==> src/rtl/sniff_pkg.sv <==
package sniff_pkg;

    // Bit positions of the three observed lines inside the raw line vector
    localparam int LN_CLK   = 0;
    localparam int LN_MOSI  = 1;
    localparam int LN_MISO  = 2;
    localparam int NUM_LINES = 3;

    localparam int BYTE_BITS = 8;

    typedef enum logic {
        PH_DATA = 1'b0,
        PH_ACK  = 1'b1
    } phase_e;

endpackage

==> src/rtl/sniff_line_filter.sv <==
module sniff_line_filter #(
    parameter int   SYNC_STAGES = 2,
    parameter int   FILT_LEN    = 4,
    parameter logic RESET_VAL   = 1'b1
) (
    input  logic clk,
    input  logic rst_n,
    input  logic din,
    output logic dout
);

    localparam int CNT_W = $clog2(FILT_LEN + 1);
    localparam logic [CNT_W-1:0] CNT_LAST = CNT_W'(FILT_LEN - 1);

    logic [SYNC_STAGES-1:0] sync_d, sync_q;
    logic                   filt_d, filt_q;
    logic [CNT_W-1:0]       cnt_d, cnt_q;
    logic                   smp;

    assign smp = sync_q[SYNC_STAGES-1];

    always_comb begin
        sync_d = {sync_q[SYNC_STAGES-2:0], din};
        filt_d = filt_q;
        cnt_d  = '0;
        if (smp != filt_q) begin
            if (cnt_q == CNT_LAST) begin
                filt_d = smp;
                cnt_d  = '0;
            end else begin
                cnt_d = cnt_q + CNT_W'(1);
            end
        end
    end

    always_ff @(posedge clk or negedge rst_n) begin
        if (!rst_n) begin
            sync_q <= {SYNC_STAGES{RESET_VAL}};
            filt_q <= RESET_VAL;
            cnt_q  <= '0;
        end else begin
            sync_q <= sync_d;
            filt_q <= filt_d;
            cnt_q  <= cnt_d;
        end
    end

    assign dout = filt_q;

    // A freshly differing sample must not pass straight through
    AST_FILT_HOLD: assert property (@(posedge clk) disable iff (!rst_n)
        (cnt_q == '0 && smp != filt_q) |=> (filt_q == $past(filt_q)));

    // The output only ever takes the value the synchroniser presented
    AST_FILT_SRC: assert property (@(posedge clk) disable iff (!rst_n)
        (filt_q != $past(filt_q)) |-> (filt_q == $past(smp)));

endmodule

==> src/rtl/sniff_frame_ctrl.sv <==
module sniff_frame_ctrl
    import sniff_pkg::*;
#(
    parameter int IDLE_W = 16,
    parameter int ACK_W  = 16
) (
    input  logic              clk,
    input  logic              rst_n,
    input  logic              line_clk,
    input  logic              line_mo,
    input  logic              line_mi,
    input  logic [IDLE_W-1:0] idle_thresh,
    output logic [7:0]        mst_byte,
    output logic [7:0]        slv_byte,
    output logic              byte_vld,
    output logic [ACK_W-1:0]  ack_len,
    output logic              frame_err
);

    localparam logic [IDLE_W-1:0] IDLE_MAX = '1;
    localparam logic [ACK_W-1:0]  ACK_MAX  = '1;
    localparam logic [3:0]        FULL_CNT = 4'(BYTE_BITS);

    typedef struct packed {
        logic              clk_prev;
        phase_e            phase;
        logic [3:0]        bit_cnt;
        logic [7:0]        mo_sh;
        logic [7:0]        mi_sh;
        logic [IDLE_W-1:0] idle_cnt;
        logic [ACK_W-1:0]  ack_cnt;
        logic [7:0]        mst;
        logic [7:0]        slv;
        logic              vld;
        logic [ACK_W-1:0]  ack_len;
        logic              err;
    } st_t;

    st_t st_d, st_q;
    logic rise, fall, long_now, long_prev, partial;

    always_comb begin
        st_d          = st_q;
        st_d.vld      = 1'b0;
        st_d.err      = 1'b0;
        st_d.clk_prev = line_clk;

        rise = line_clk & ~st_q.clk_prev;
        fall = ~line_clk & st_q.clk_prev;

        // length of the current high interval, first high cycle counts as 1
        if (line_clk) begin
            if (rise)
                st_d.idle_cnt = IDLE_W'(1);
            else if (st_q.idle_cnt != IDLE_MAX)
                st_d.idle_cnt = st_q.idle_cnt + IDLE_W'(1);
        end else begin
            st_d.idle_cnt = '0;
        end

        long_now  = line_clk && (st_d.idle_cnt > idle_thresh);
        long_prev = st_q.idle_cnt > idle_thresh;
        partial   = (st_q.bit_cnt != 4'd0) && (st_q.bit_cnt < FULL_CNT);

        // acknowledge low length, saturating
        if (st_q.phase == PH_ACK && !line_clk && st_q.ack_cnt != ACK_MAX)
            st_d.ack_cnt = st_q.ack_cnt + ACK_W'(1);

        if (rise) begin
            if (st_q.phase == PH_ACK) begin
                st_d.phase   = PH_DATA;
                st_d.mst     = st_q.mo_sh;
                st_d.slv     = st_q.mi_sh;
                st_d.ack_len = st_q.ack_cnt;
                st_d.vld     = 1'b1;
                st_d.bit_cnt = '0;
            end else begin
                st_d.mo_sh = {st_q.mo_sh[6:0], line_mo};
                st_d.mi_sh = {st_q.mi_sh[6:0], line_mi};
                if (st_q.bit_cnt < FULL_CNT)
                    st_d.bit_cnt = st_q.bit_cnt + 4'd1;
            end
        end else if (fall) begin
            if (st_q.bit_cnt == FULL_CNT) begin
                if (long_prev) begin
                    st_d.phase   = PH_ACK;
                    st_d.ack_cnt = ACK_W'(1);
                end else begin
                    // ninth low without a pause: restart, this low opens bit one
                    st_d.err     = 1'b1;
                    st_d.bit_cnt = '0;
                end
            end
        end else if (long_now && !long_prev && partial) begin
            st_d.err     = 1'b1;
            st_d.bit_cnt = '0;
        end
    end

    always_ff @(posedge clk or negedge rst_n) begin
        if (!rst_n) begin
            st_q          <= '0;
            st_q.clk_prev <= 1'b1;
            st_q.phase    <= PH_DATA;
        end else begin
            st_q <= st_d;
        end
    end

    assign mst_byte  = st_q.mst;
    assign slv_byte  = st_q.slv;
    assign byte_vld  = st_q.vld;
    assign ack_len   = st_q.ack_len;
    assign frame_err = st_q.err;

    AST_VLD_PULSE: assert property (@(posedge clk) disable iff (!rst_n)
        byte_vld |=> !byte_vld);

    AST_VLD_AFTER_ACK: assert property (@(posedge clk) disable iff (!rst_n)
        byte_vld |-> ($past(st_q.phase) == PH_ACK));

    AST_ACK_ENTRY: assert property (@(posedge clk) disable iff (!rst_n)
        (st_q.phase == PH_DATA && st_q.bit_cnt != FULL_CNT) |=> (st_q.phase == PH_DATA));

    AST_ACK_NO_WRAP: assert property (@(posedge clk) disable iff (!rst_n)
        (st_q.phase == PH_ACK && st_q.ack_cnt == ACK_MAX) |=>
            (st_q.ack_cnt == ACK_MAX || st_q.phase == PH_DATA));

    AST_BITCNT_MAX: assert property (@(posedge clk) disable iff (!rst_n)
        st_q.bit_cnt <= FULL_CNT);

    AST_ERR_NOT_VLD: assert property (@(posedge clk) disable iff (!rst_n)
        frame_err |-> !byte_vld);

    AST_IDLE_NO_ERR: assert property (@(posedge clk) disable iff (!rst_n)
        (st_q.bit_cnt == 4'd0 && st_q.phase == PH_DATA && line_clk && st_q.clk_prev) |=> !frame_err);

endmodule

==> src/rtl/sniff_byte_mon.sv <==
module sniff_byte_mon
    import sniff_pkg::*;
#(
    parameter int SYNC_STAGES = 2,
    parameter int FILT_LEN    = 4,
    parameter int IDLE_W      = 16,
    parameter int ACK_W       = 16
) (
    input  logic              clk,
    input  logic              rst_n,
    input  logic              bus_clk,
    input  logic              bus_mosi,
    input  logic              bus_miso,
    input  logic [IDLE_W-1:0] idle_thresh,
    output logic [7:0]        mst_byte,
    output logic [7:0]        slv_byte,
    output logic              byte_vld,
    output logic [ACK_W-1:0]  ack_len,
    output logic              frame_err
);

    logic [NUM_LINES-1:0] raw_lines;
    logic [NUM_LINES-1:0] clean_lines;

    always_comb begin
        raw_lines          = '0;
        raw_lines[LN_CLK]  = bus_clk;
        raw_lines[LN_MOSI] = bus_mosi;
        raw_lines[LN_MISO] = bus_miso;
    end

    for (genvar g = 0; g < NUM_LINES; g++) begin : g_line
        sniff_line_filter #(
            .SYNC_STAGES (SYNC_STAGES),
            .FILT_LEN    (FILT_LEN),
            .RESET_VAL   (1'b1)
        ) u_filt (
            .clk   (clk),
            .rst_n (rst_n),
            .din   (raw_lines[g]),
            .dout  (clean_lines[g])
        );
    end

    sniff_frame_ctrl #(
        .IDLE_W (IDLE_W),
        .ACK_W  (ACK_W)
    ) u_frame (
        .clk         (clk),
        .rst_n       (rst_n),
        .line_clk    (clean_lines[LN_CLK]),
        .line_mo     (clean_lines[LN_MOSI]),
        .line_mi     (clean_lines[LN_MISO]),
        .idle_thresh (idle_thresh),
        .mst_byte    (mst_byte),
        .slv_byte    (slv_byte),
        .byte_vld    (byte_vld),
        .ack_len     (ack_len),
        .frame_err   (frame_err)
    );

endmodule

==> config.mk <==
export PLATFORM = sky130hd
export DESIGN_NAME = sniff_byte_mon
export DESIGN_NICKNAME = d
export VERILOG_FILES = /design/src/rtl/sniff_pkg.sv /design/src/rtl/sniff_line_filter.sv /design/src/rtl/sniff_frame_ctrl.sv /design/src/rtl/sniff_byte_mon.sv
export SDC_FILE = /design/constraint.sdc
export NUM_CORES = 1
export LEC_CHECK = 0
export ABC_AREA = 1
export BUFFER_PORTS_ARGS = -buffer_cell sky130_fd_sc_hd__buf_2
export CAP_MARGIN = 20
export CELL_PAD_IN_SITES_DETAIL_PLACEMENT = 0
export CELL_PAD_IN_SITES_GLOBAL_PLACEMENT = 2
export CORE_MARGIN = 3
export CORE_UTILIZATION = 39
export DETAILED_ROUTE_END_ITERATION = 7
export HOLD_SLACK_MARGIN = 0.12
export PLACE_DENSITY_LB_ADDON = 0.3
export SLEW_MARGIN = 20
export SYNTH_ARGS = -nofsm -noshare
export SYNTH_HDL_FRONTEND = slang
export SYNTH_SLANG_ARGS = --single-unit
==> constraint.sdc <==
create_clock -name clk -period 6 [get_ports clk]
set_clock_uncertainty 0.1 [all_clocks]
set_input_delay 1.2 -clock clk [delete_from_list [all_inputs] [get_ports clk]]
set_output_delay 1.2 -clock clk [all_outputs]
set_load 0.05 [all_outputs]
==> results.rst, run 1 <==
.. list-table::
   :header-rows: 1

   * - Metric
     - Value
   * - Status
     - finished, final reports clean
   * - Maximum clock path buffer count
     - 2
   * - Maximum number of pins on one net before global-route repair
     - 72
   * - GRT Resource Usage Total
     - 0.1550
   * - Cts repair resizes
     - 0
   * - Final hold violation count
     - 0
   * - Wire length of the first global-routing pass
     - 20,330 um
   * - P&R area growth vs syn
     - 9.239%
   * - Final core occ
     - 0.4408
   * - Reported leakage power
     - 3.434 nW
   * - Die footprint
     - 16,070 um2
   * - Proportion of synthesized chip area in sequential cells
     - 0.4685
   * - Detail Placement HPWL
     - 8580 um
   * - Hold Buf Count CTS
     - 0
   * - YS warnings
     - 0
   * - Top-level I/O count
     - between 50 and 60
   * - Distinct cells, synth
     - 31
   * - Final setup vio count
     - 0
   * - Data arrival at the endpoint of the critical path
     - 3.41 ns
   * - Number of antenna violations at the first check in global routing
     - 0
   * - Worst IR drop on VDD
     - between 0.2 and 0.25 mV
   * - Number of antenna-violating nets in the routed design
     - 0
   * - Height of the chip
     - 126.8 um
   * - Maximum clock frequency
     - 306.5 MHz
   * - Routability-driven placement congestion ratio
     - 0.8032
   * - Per-cell routed wire length
     - about 13 um
   * - Area of the core
     - 14,100 um2
   * - Starting utilization of the core area
     - 0.4035
   * - Total setup buffers inserted after CTS
     - 0
   * - Clock slew at reported path FFs
     - 0.08 ns
   * - Clock latency of the later-clocked register in the worst-skew pair
     - 0.35 ns
   * - Count of buffers inserted at the top-level ports
     - 54
   * - Number of inserted diodes
     - 0
   * - Total clock sinks
     - 106
   * - Clock tree from TritonCTS
     - yes
   * - Slew Viols, Final
     - 0
   * - Pre-Repair DR Iteration Count
     - 4
   * - Endpoint required time on the critical path
     - roughly 6 ns
   * - Vias in the first global route
     - 4,114
   * - Type of the worst min-delay path
     - reg2reg
   * - Share of flip-flops with an asynchronous set or reset
     - 1.000
   * - Classification of the worst setup path
     - reg2reg
   * - Period minus WS final
     - 3.263 ns
   * - CP most frequent cell
     - nand2_1
   * - Count of flip-flops with a built-in enable after synthesis
     - 0
   * - Final routed DRC violation total
     - 0
   * - Family with the most delay on the worst path
     - simple AND/OR/NAND/NOR gates
   * - Area of the mapped netlist
     - 5688 um2
   * - Post-Synthesis Mean Instance Area
     - 8.439 um2
   * - Setup slack, reg-to-reg
     - 2.74 ns
   * - Inserted Clock Buffers
     - 9
   * - Row cnt
     - between 40 and 50
   * - Final wirelength
     - 11,780 um
   * - X dimension of the die
     - between 100 and 150 um
   * - Share of cells above drive strength 1
     - 0.1427
   * - Most common flop cell mapped by yosys
     - dfrtp_1
   * - Maximum fanout along the worst path
     - 12
   * - Avg Vias per Cell
     - 4.728
   * - Area of all placed cells without fillers
     - just over 6000 um2
   * - Tcrit/Tclk final
     - 0.5438
   * - Commonest non-fill, non-tap cell in the layout
     - nand2_1
   * - CP startpoint kind
     - register
   * - Remaining global-route overflow
     - 0
   * - Worst slew margin relative to its limit
     - 0.3319
   * - PwrDens
     - 387.6 nW/um2
   * - Delay of the slowest cell on the worst path
     - around 0.62 ns
   * - Number of instances in the synthesized netlist
     - 674
   * - Setup repair after global routing missed its margin
     - no
   * - Top library cells by usage in the layout, fill and taps aside
     - 154 x nand2_1, 96 x dfrtp_1, 91 x inv_1
   * - Category of the worst setup path capture point
     - register
   * - Area after DPL
     - 5899 um2
   * - Final net count
     - 758
   * - Worst Max-Slew Pin Slew
     - 0.9986 ns
   * - Crit-path slowest cell
     - nor2_1
   * - First-iteration detailed-routing DRC count
     - 207
   * - Final-layout setup total negative slack
     - 0 ns
   * - Crit-path cells
     - inv_1 -> ha_1 -> nor2_1 -> inv_1 -> nor3_1 -> ha_1 -> nand2_1 -> nor2_1 -> nand2_1 -> o21ai_0 -> a21oi_1 -> nand2_1 -> nand3_2 -> nand2_1 -> nand2_1 -> nand2_1
   * - Count of maximum capacitance violations
     - 0
   * - Post-synthesis net count
     - 736
   * - H-tree level count
     - 3
   * - Vias after detailed routing
     - 4,165
   * - Number of storage elements in the synthesis netlist
     - 106
   * - Clock root cell
     - clkbuf_16
   * - Combined buffer and inverter count along the critical path
     - 2
[layout make-up]
cell class / count / area (um2)
inverters: 96 / 360.3
flip-flops and latches: 106 / 2665
multi-input cells: 427 / 2361
clock inverters: 7 / 88.84
fillers: 1428 / 7883
clock buffers: 9 / 225.2
well taps: 180 / 225.2
repair buffers: 56 / 287.8
[sequential cells by signal, summed over array words and instances (netlist names)]
| register | cells |
|---|---|
| g_line.u_filt.cnt_q | 9 |
| g_line.u_filt.dout | 3 |
| g_line.u_filt.sync_q | 6 |
| u_frame.ack_len | 16 |
| u_frame.byte_vld | 1 |
| u_frame.frame_err | 1 |
| u_frame.mst_byte | 8 |
| u_frame.slv_byte | 8 |
| u_frame.st_q | 54 |
[where the power goes]
part           switching, W  internal, W  total, W
Clock              0.000286     0.000333  0.000618
Combinational      0.000590     0.000211  0.000802
Sequential        0.0000990     0.000889  0.000988
Total              0.000975      0.00143   0.00241
[cell families (layout without fill, tap and decap cells)]
family / count (synthesis) / in the layout / synth area share
buffers and inverters: 141 / 168 / 0.1168
muxes: 2 / 2 / 0.003959
xor gates and xnor gates: 20 / 20 / 0.03080
AOI/OAI and AO/OA: 97 / 97 / 0.08777
DFF: 106 / 106 / 0.4685
and+or+nand+nor: 267 / 267 / 0.2019
adders and majority gates: 41 / 41 / 0.09019
[final timing paths]
path | from | cells after the start | end
max | u_frame.st_q[87]$_DFF_PN1_ | 16 | u_frame.st_q[82]$_DFFE_PN0P_
min | g_line[0].u_filt.sync_q[0]$_DFF_PN1_ | 0 | g_line[0].u_filt.sync_q[1]$_DFF_PN1_
max reg2reg | u_frame.st_q[87]$_DFF_PN1_ | 16 | u_frame.st_q[82]$_DFFE_PN0P_
min reg2reg | g_line[0].u_filt.sync_q[0]$_DFF_PN1_ | 0 | g_line[0].u_filt.sync_q[1]$_DFF_PN1_
max in group asynchronous | rst_n | 2 | g_line[0].u_filt.dout$_DFFE_PN1P_
min in group asynchronous | rst_n | 1 | g_line[2].u_filt.cnt_q[2]$_DFF_PN0_
[synthesized netlist by cell type, types with 2 or more instances]
| cell type | number | area (um2) |
|---|---|---|
| buf_2 | 3 | 15.01 |
| nand4_1 | 8 | 50.05 |
| inv_1 | 91 | 341.6 |
| clkbuf_1 | 8 | 30.03 |
| nor2_1 | 44 | 165.2 |
| a21oi_1 | 31 | 155.2 |
| a21o_1 | 2 | 15.01 |
| nor3b_1 | 3 | 22.52 |
| mux2_2 | 2 | 22.52 |
| nand3_2 | 3 | 30.03 |
| nand2_1 | 155 | 581.8 |
| ha_1 | 41 | 513.0 |
| nand3_1 | 27 | 135.1 |
| xor2_1 | 13 | 113.9 |
| o21ai_0 | 59 | 295.3 |
| dfrtp_1 | 96 | 2402 |
| nand2_2 | 3 | 18.77 |
| nor4_1 | 4 | 25.02 |
| buf_4 | 33 | 247.7 |
| inv_2 | 5 | 18.77 |
| nor2_2 | 3 | 18.77 |
| xnor2_1 | 7 | 61.31 |
| nor3_1 | 16 | 80.08 |
| dfstp_2 | 10 | 262.8 |
[layer usage]
| metal | vias up | share of wire | global-route usage |
|---|---|---|---|
| met5 | - | 0 | 0 |
| met4 | 0 | 0.012 | 0.04101 |
| met3 | 14 | 0.038 | 0.03411 |
| met2 | 71 | 0.45 | 0.2441 |
| met1 | 1917 | 0.50 | 0.2171 |
| li1 | 2163 | - | - |
[stage by stage]
stage               worst slack (ns)  instances  hold slack [ns]  power [W]
CTS                            2.699        881           0.2575   0.002449
global placement               2.634        865           0.2457   0.001801
floorplan                      3.332        674           0.2452   0.001714
global route                   2.324        881           0.2614   0.002576
detailed placement             2.592        865           0.2468   0.001816
finish                         2.737        881           0.2562   0.002408
Power figures use the tool's default switching activity.
==> inputs of run 2 (changes only) <==
CORE_UTILIZATION = 33   (was 39)
clock period = 2.7 ns   (was 6 ns; I/O delays follow)
==> run 2 against run 1 <==
  * The flow now finishes with violations (setup timing)
  * Clock power up 120%
  * Power increased by 130%
  * Via count grew 7.1%
  * Final cell count increased by 10%
  * Die area is 17% higher
  * Combinational power rose to 2.5 times the previous value
  * Cell area increased by 11%
  * Clock-buffer cell count grew 4
  * Sequential power is 120% higher
==> results.rst, run 2 (same netlist as run 1, synthesis figures left out) <==
.. list-table::
   :header-rows: 1

   * - Metric
     - Value
   * - Tcrit/Tclk final
     - 1.051 (was 0.5438)
   * - Final hold violation count
     - 0 (unchanged)
   * - Remaining global-route overflow
     - 0 (unchanged)
   * - Final routed DRC violation total
     - 0 (unchanged)
   * - Crit path setup slack, layout
     - -0.1388 ns (was 2.737 ns)
   * - Worst Max-Slew Pin Slew
     - 0.7068 ns (was 0.9986 ns)
   * - Avg Vias per Cell
     - 4.583 (was 4.728)
   * - CP most frequent cell
     - nand2_1 (unchanged)
   * - Classification of the worst setup path
     - reg2reg (unchanged)
   * - Commonest non-fill, non-tap cell in the layout
     - nand2_1 (unchanged)
   * - Pre-Repair DR Iteration Count
     - 7 (was 4)
   * - Area of all placed cells without fillers
     - 6900 um2 (was 6213 um2)
   * - Endpoint required time on the critical path
     - 2.84 ns (was 6.15 ns)
   * - Clock slew at reported path FFs
     - 0.07 ns (was 0.08 ns)
   * - Count of maximum capacitance violations
     - 0 (unchanged)
   * - Count of buffers inserted at the top-level ports
     - 54 (unchanged)
   * - Most flops, register
     - u_frame.st_q (unchanged)
   * - Maximum clock path buffer count
     - 2 (unchanged)
   * - GRT Resource Usage Total
     - 0.1405 (was 0.1550)
   * - Clock root cell
     - clkbuf_16 (unchanged)
   * - Final net count
     - 810 (was 758)
   * - Number of inserted diodes
     - 0 (unchanged)
   * - PwrDens
     - 807.9 nW/um2 (was 387.6 nW/um2)
   * - Reported leakage power
     - 3.705 nW (was 3.434 nW)
   * - Height of the chip
     - 137.3 um (was 126.8 um)
   * - Routability-driven placement congestion ratio
     - 0.8642 (was 0.8032)
   * - Vias in the first global route
     - 4,274 (was 4,114)
   * - Data arrival at the endpoint of the critical path
     - 2.98 ns (was 3.41 ns)
   * - Clock tree from TritonCTS
     - yes (unchanged)
   * - Final setup vio count
     - 5 (was 0)
   * - Final-layout setup total negative slack
     - -0.6755 ns (was 0 ns)
   * - Number of antenna-violating nets in the routed design
     - 0 (unchanged)
   * - Slew Viols, Final
     - 0 (unchanged)
   * - Top-level I/O count
     - 55 (unchanged)
   * - Maximum fanout along the worst path
     - 5 (was 12)
   * - Crit-path slowest cell
     - dfrtp_1 (was nor2_1)
   * - First-iteration detailed-routing DRC count
     - 198 (was 207)
   * - P&R area growth vs syn
     - 21.32% (was 9.239%)
   * - Die footprint
     - 18,850 um2 (was 16,070 um2)
   * - Tot Pwr
     - 0.005575 W (was 0.002408 W)
   * - Area of the core
     - 16,700 um2 (was 14,100 um2)
   * - Clock latency of the later-clocked register in the worst-skew pair
     - 0.35 ns (about the same)
   * - Final Hold Slack
     - 0.1841 ns (was 0.2562 ns)
   * - Top library cells by usage in the layout, fill and taps aside
     - 142 x nand2_1, 96 x dfrtp_1, 87 x inv_1 (was 154 x nand2_1, 96 x dfrtp_1, 91 x inv_1)
   * - Category of the worst setup path capture point
     - register (unchanged)
   * - Max FFs per register
     - 54 (unchanged)
   * - Maximum number of pins on one net before global-route repair
     - 55 (was 72)
   * - Number of antenna violations at the first check in global routing
     - 0 (unchanged)
   * - Final wirelength
     - 12,580 um (was 11,780 um)
   * - Delay of the slowest cell on the worst path
     - 0.39 ns (was 0.62 ns)
   * - Crit-path cells
     - nand2_1 -> nor3_2 -> nand2_2 -> nor4_2 -> nand2_1 -> xor2_1 -> nand2_1 -> nand2_1 -> inv_2 -> ha_4 -> nand2_4 -> o21ai_0 -> a21oi_2 -> a21oi_2 -> nand2_2 -> nand3_4 -> nand2_4 -> nand2_1 -> nand2_1 (was inv_1 -> ha_1 -> nor2_1 -> inv_1 -> nor3_1 -> ha_1 -> nand2_1 -> nor2_1 -> nand2_1 -> o21ai_0 -> a21oi_1 -> nand2_1 -> nand3_2 -> nand2_1 -> nand2_1 -> nand2_1)
   * - X dimension of the die
     - 137.3 um (was 126.8 um)
   * - Period minus WS final
     - 2.839 ns (was 3.263 ns)
   * - Maximum clock frequency
     - 352.3 MHz (was 306.5 MHz)
   * - Setup repair after global routing missed its margin
     - yes (was no)
   * - Vias after detailed routing
     - 4,459 (was 4,165)
   * - Cell-internal power
     - 0.003415 W (was 0.001433 W)
   * - Worst slew margin relative to its limit
     - 0.5271 (was 0.3319)
   * - Combinational cell fraction of total power
     - 0.362 (was 0.333)
   * - Switch Pwr
     - 0.002160 W (was 0.0009750 W)
   * - Starting utilization of the core area
     - 0.3406 (was 0.4035)
   * - Row cnt
     - 47 (was 43)
   * - Post-placement worst setup slack
     - -0.3367 ns (was 2.592 ns)
   * - Per-cell routed wire length
     - 12.93 um (was 13.37 um)
   * - Type of the worst min-delay path
     - in2reg (was reg2reg)
   * - Switching Fraction
     - 0.3874 (was 0.4048)
   * - Clk pwr share
     - 0.248 (was 0.257)
   * - Share of cells above drive strength 1
     - 0.2523 (was 0.1427)
   * - Inserted Clock Buffers
     - 9 (unchanged)
   * - H-tree level count
     - 3 (unchanged)
   * - CP startpoint kind
     - register (unchanged)
   * - Area after DPL
     - 6290 um2 (was 5899 um2)
   * - Worst IR drop on VDD
     - 0.4294 mV (was 0.2431 mV)
   * - Detail Placement HPWL
     - 9387 um (was 8580 um)
   * - Flop pwr share
     - 0.390 (was 0.410)
   * - Total clock sinks
     - 106 (unchanged)
   * - Wire length of the first global-routing pass
     - 21,070 um (was 20,330 um)
   * - Status
     - finished, violations left (was finished, final reports clean)
   * - Violations in the final reports
     - setup timing
## run 2: through the flow
stage          cells  utilization
3_5_place_dp     947       0.3766
3_3_place_gp     947       0.3766
4_1_cts          968       0.4025
2_1_floorplan    674            -
5_1_grt          973       0.4132
6_report         973       0.4132
## run 2: worst max-delay path, delay by kind of cell (launching register included)
family | cells | cell delay, ns
fa+ha+maj | 1 | 0.28
simple gates | 13 | 1.35
xor+xnor | 1 | 0.15
flops | 1 | 0.39
buf+inv | 1 | 0.05
compound gates | 3 | 0.42
## run 2: layout make-up
class | count | area [um2]
Fill cell | 1704 | 9801
Sequential cell | 106 | 2665
Multi-Input combinational cell | 428 | 2587
Timing Repair Buffer | 107 | 701.9
Inverter | 96 | 362.8
Tap cell | 220 | 275.3
Clock buffer | 13 | 240.2
Clock inverter | 3 | 67.56
## run 2: per-layer routing
metal / vias up / wire [um] / GRT usage
met5: - / 0 / 0
met3: 14 / 519 / 0.02557
met4: 0 / 201 / 0.04712
li1: 2285 / - / -
met1: 2090 / 6258 / 0.2045
met2: 70 / 5601 / 0.2104
## run 2: final timing paths
check                                                     start                              endpoint  slack, ns  cells past startpoint
max                                  u_frame.st_q[54]$_DFF_PN0_          u_frame.st_q[84]$_DFFE_PN0P_      -0.14                     19
min                                                    bus_miso  g_line[2].u_filt.sync_q[0]$_DFF_PN1_       0.18                      1
max reg2reg                          u_frame.st_q[54]$_DFF_PN0_          u_frame.st_q[84]$_DFFE_PN0P_      -0.14                     19
min reg2reg                g_line[0].u_filt.sync_q[0]$_DFF_PN1_  g_line[0].u_filt.sync_q[1]$_DFF_PN1_       0.25                      0
max in group asynchronous                                 rst_n  g_line[0].u_filt.sync_q[0]$_DFF_PN1_       1.19                      3
min in group asynchronous                                 rst_n   g_line[2].u_filt.cnt_q[0]$_DFF_PN0_       0.56                      2
## run 2: timing repair
| action | CTS | global route |
|---|---|---|
| setup buffers | 3 | 5 |
| setup endpoints to repair | 5 | 5 |
| cloned | 1 | 0 |
| resized for setup | 25 | 38 |
| pin swaps | 6 | 24 |
| endpoints found under the hold margin | 18 | 0 |
| hold buffers | 1 | 0 |
## run 2: power by group through the flow
stage / Combinational, W / Sequential (W) / Clock (W)
after floorplan: 0.00164 / 0.00217 / 0
final: 0.00202 / 0.00218 / 0.00138
after global routing: 0.00225 / 0.00222 / 0.00150
after global placement: 0.00197 / 0.00220 / 0
after CTS: 0.00201 / 0.00218 / 0.00144
after detailed placement: 0.00198 / 0.00221 / 0
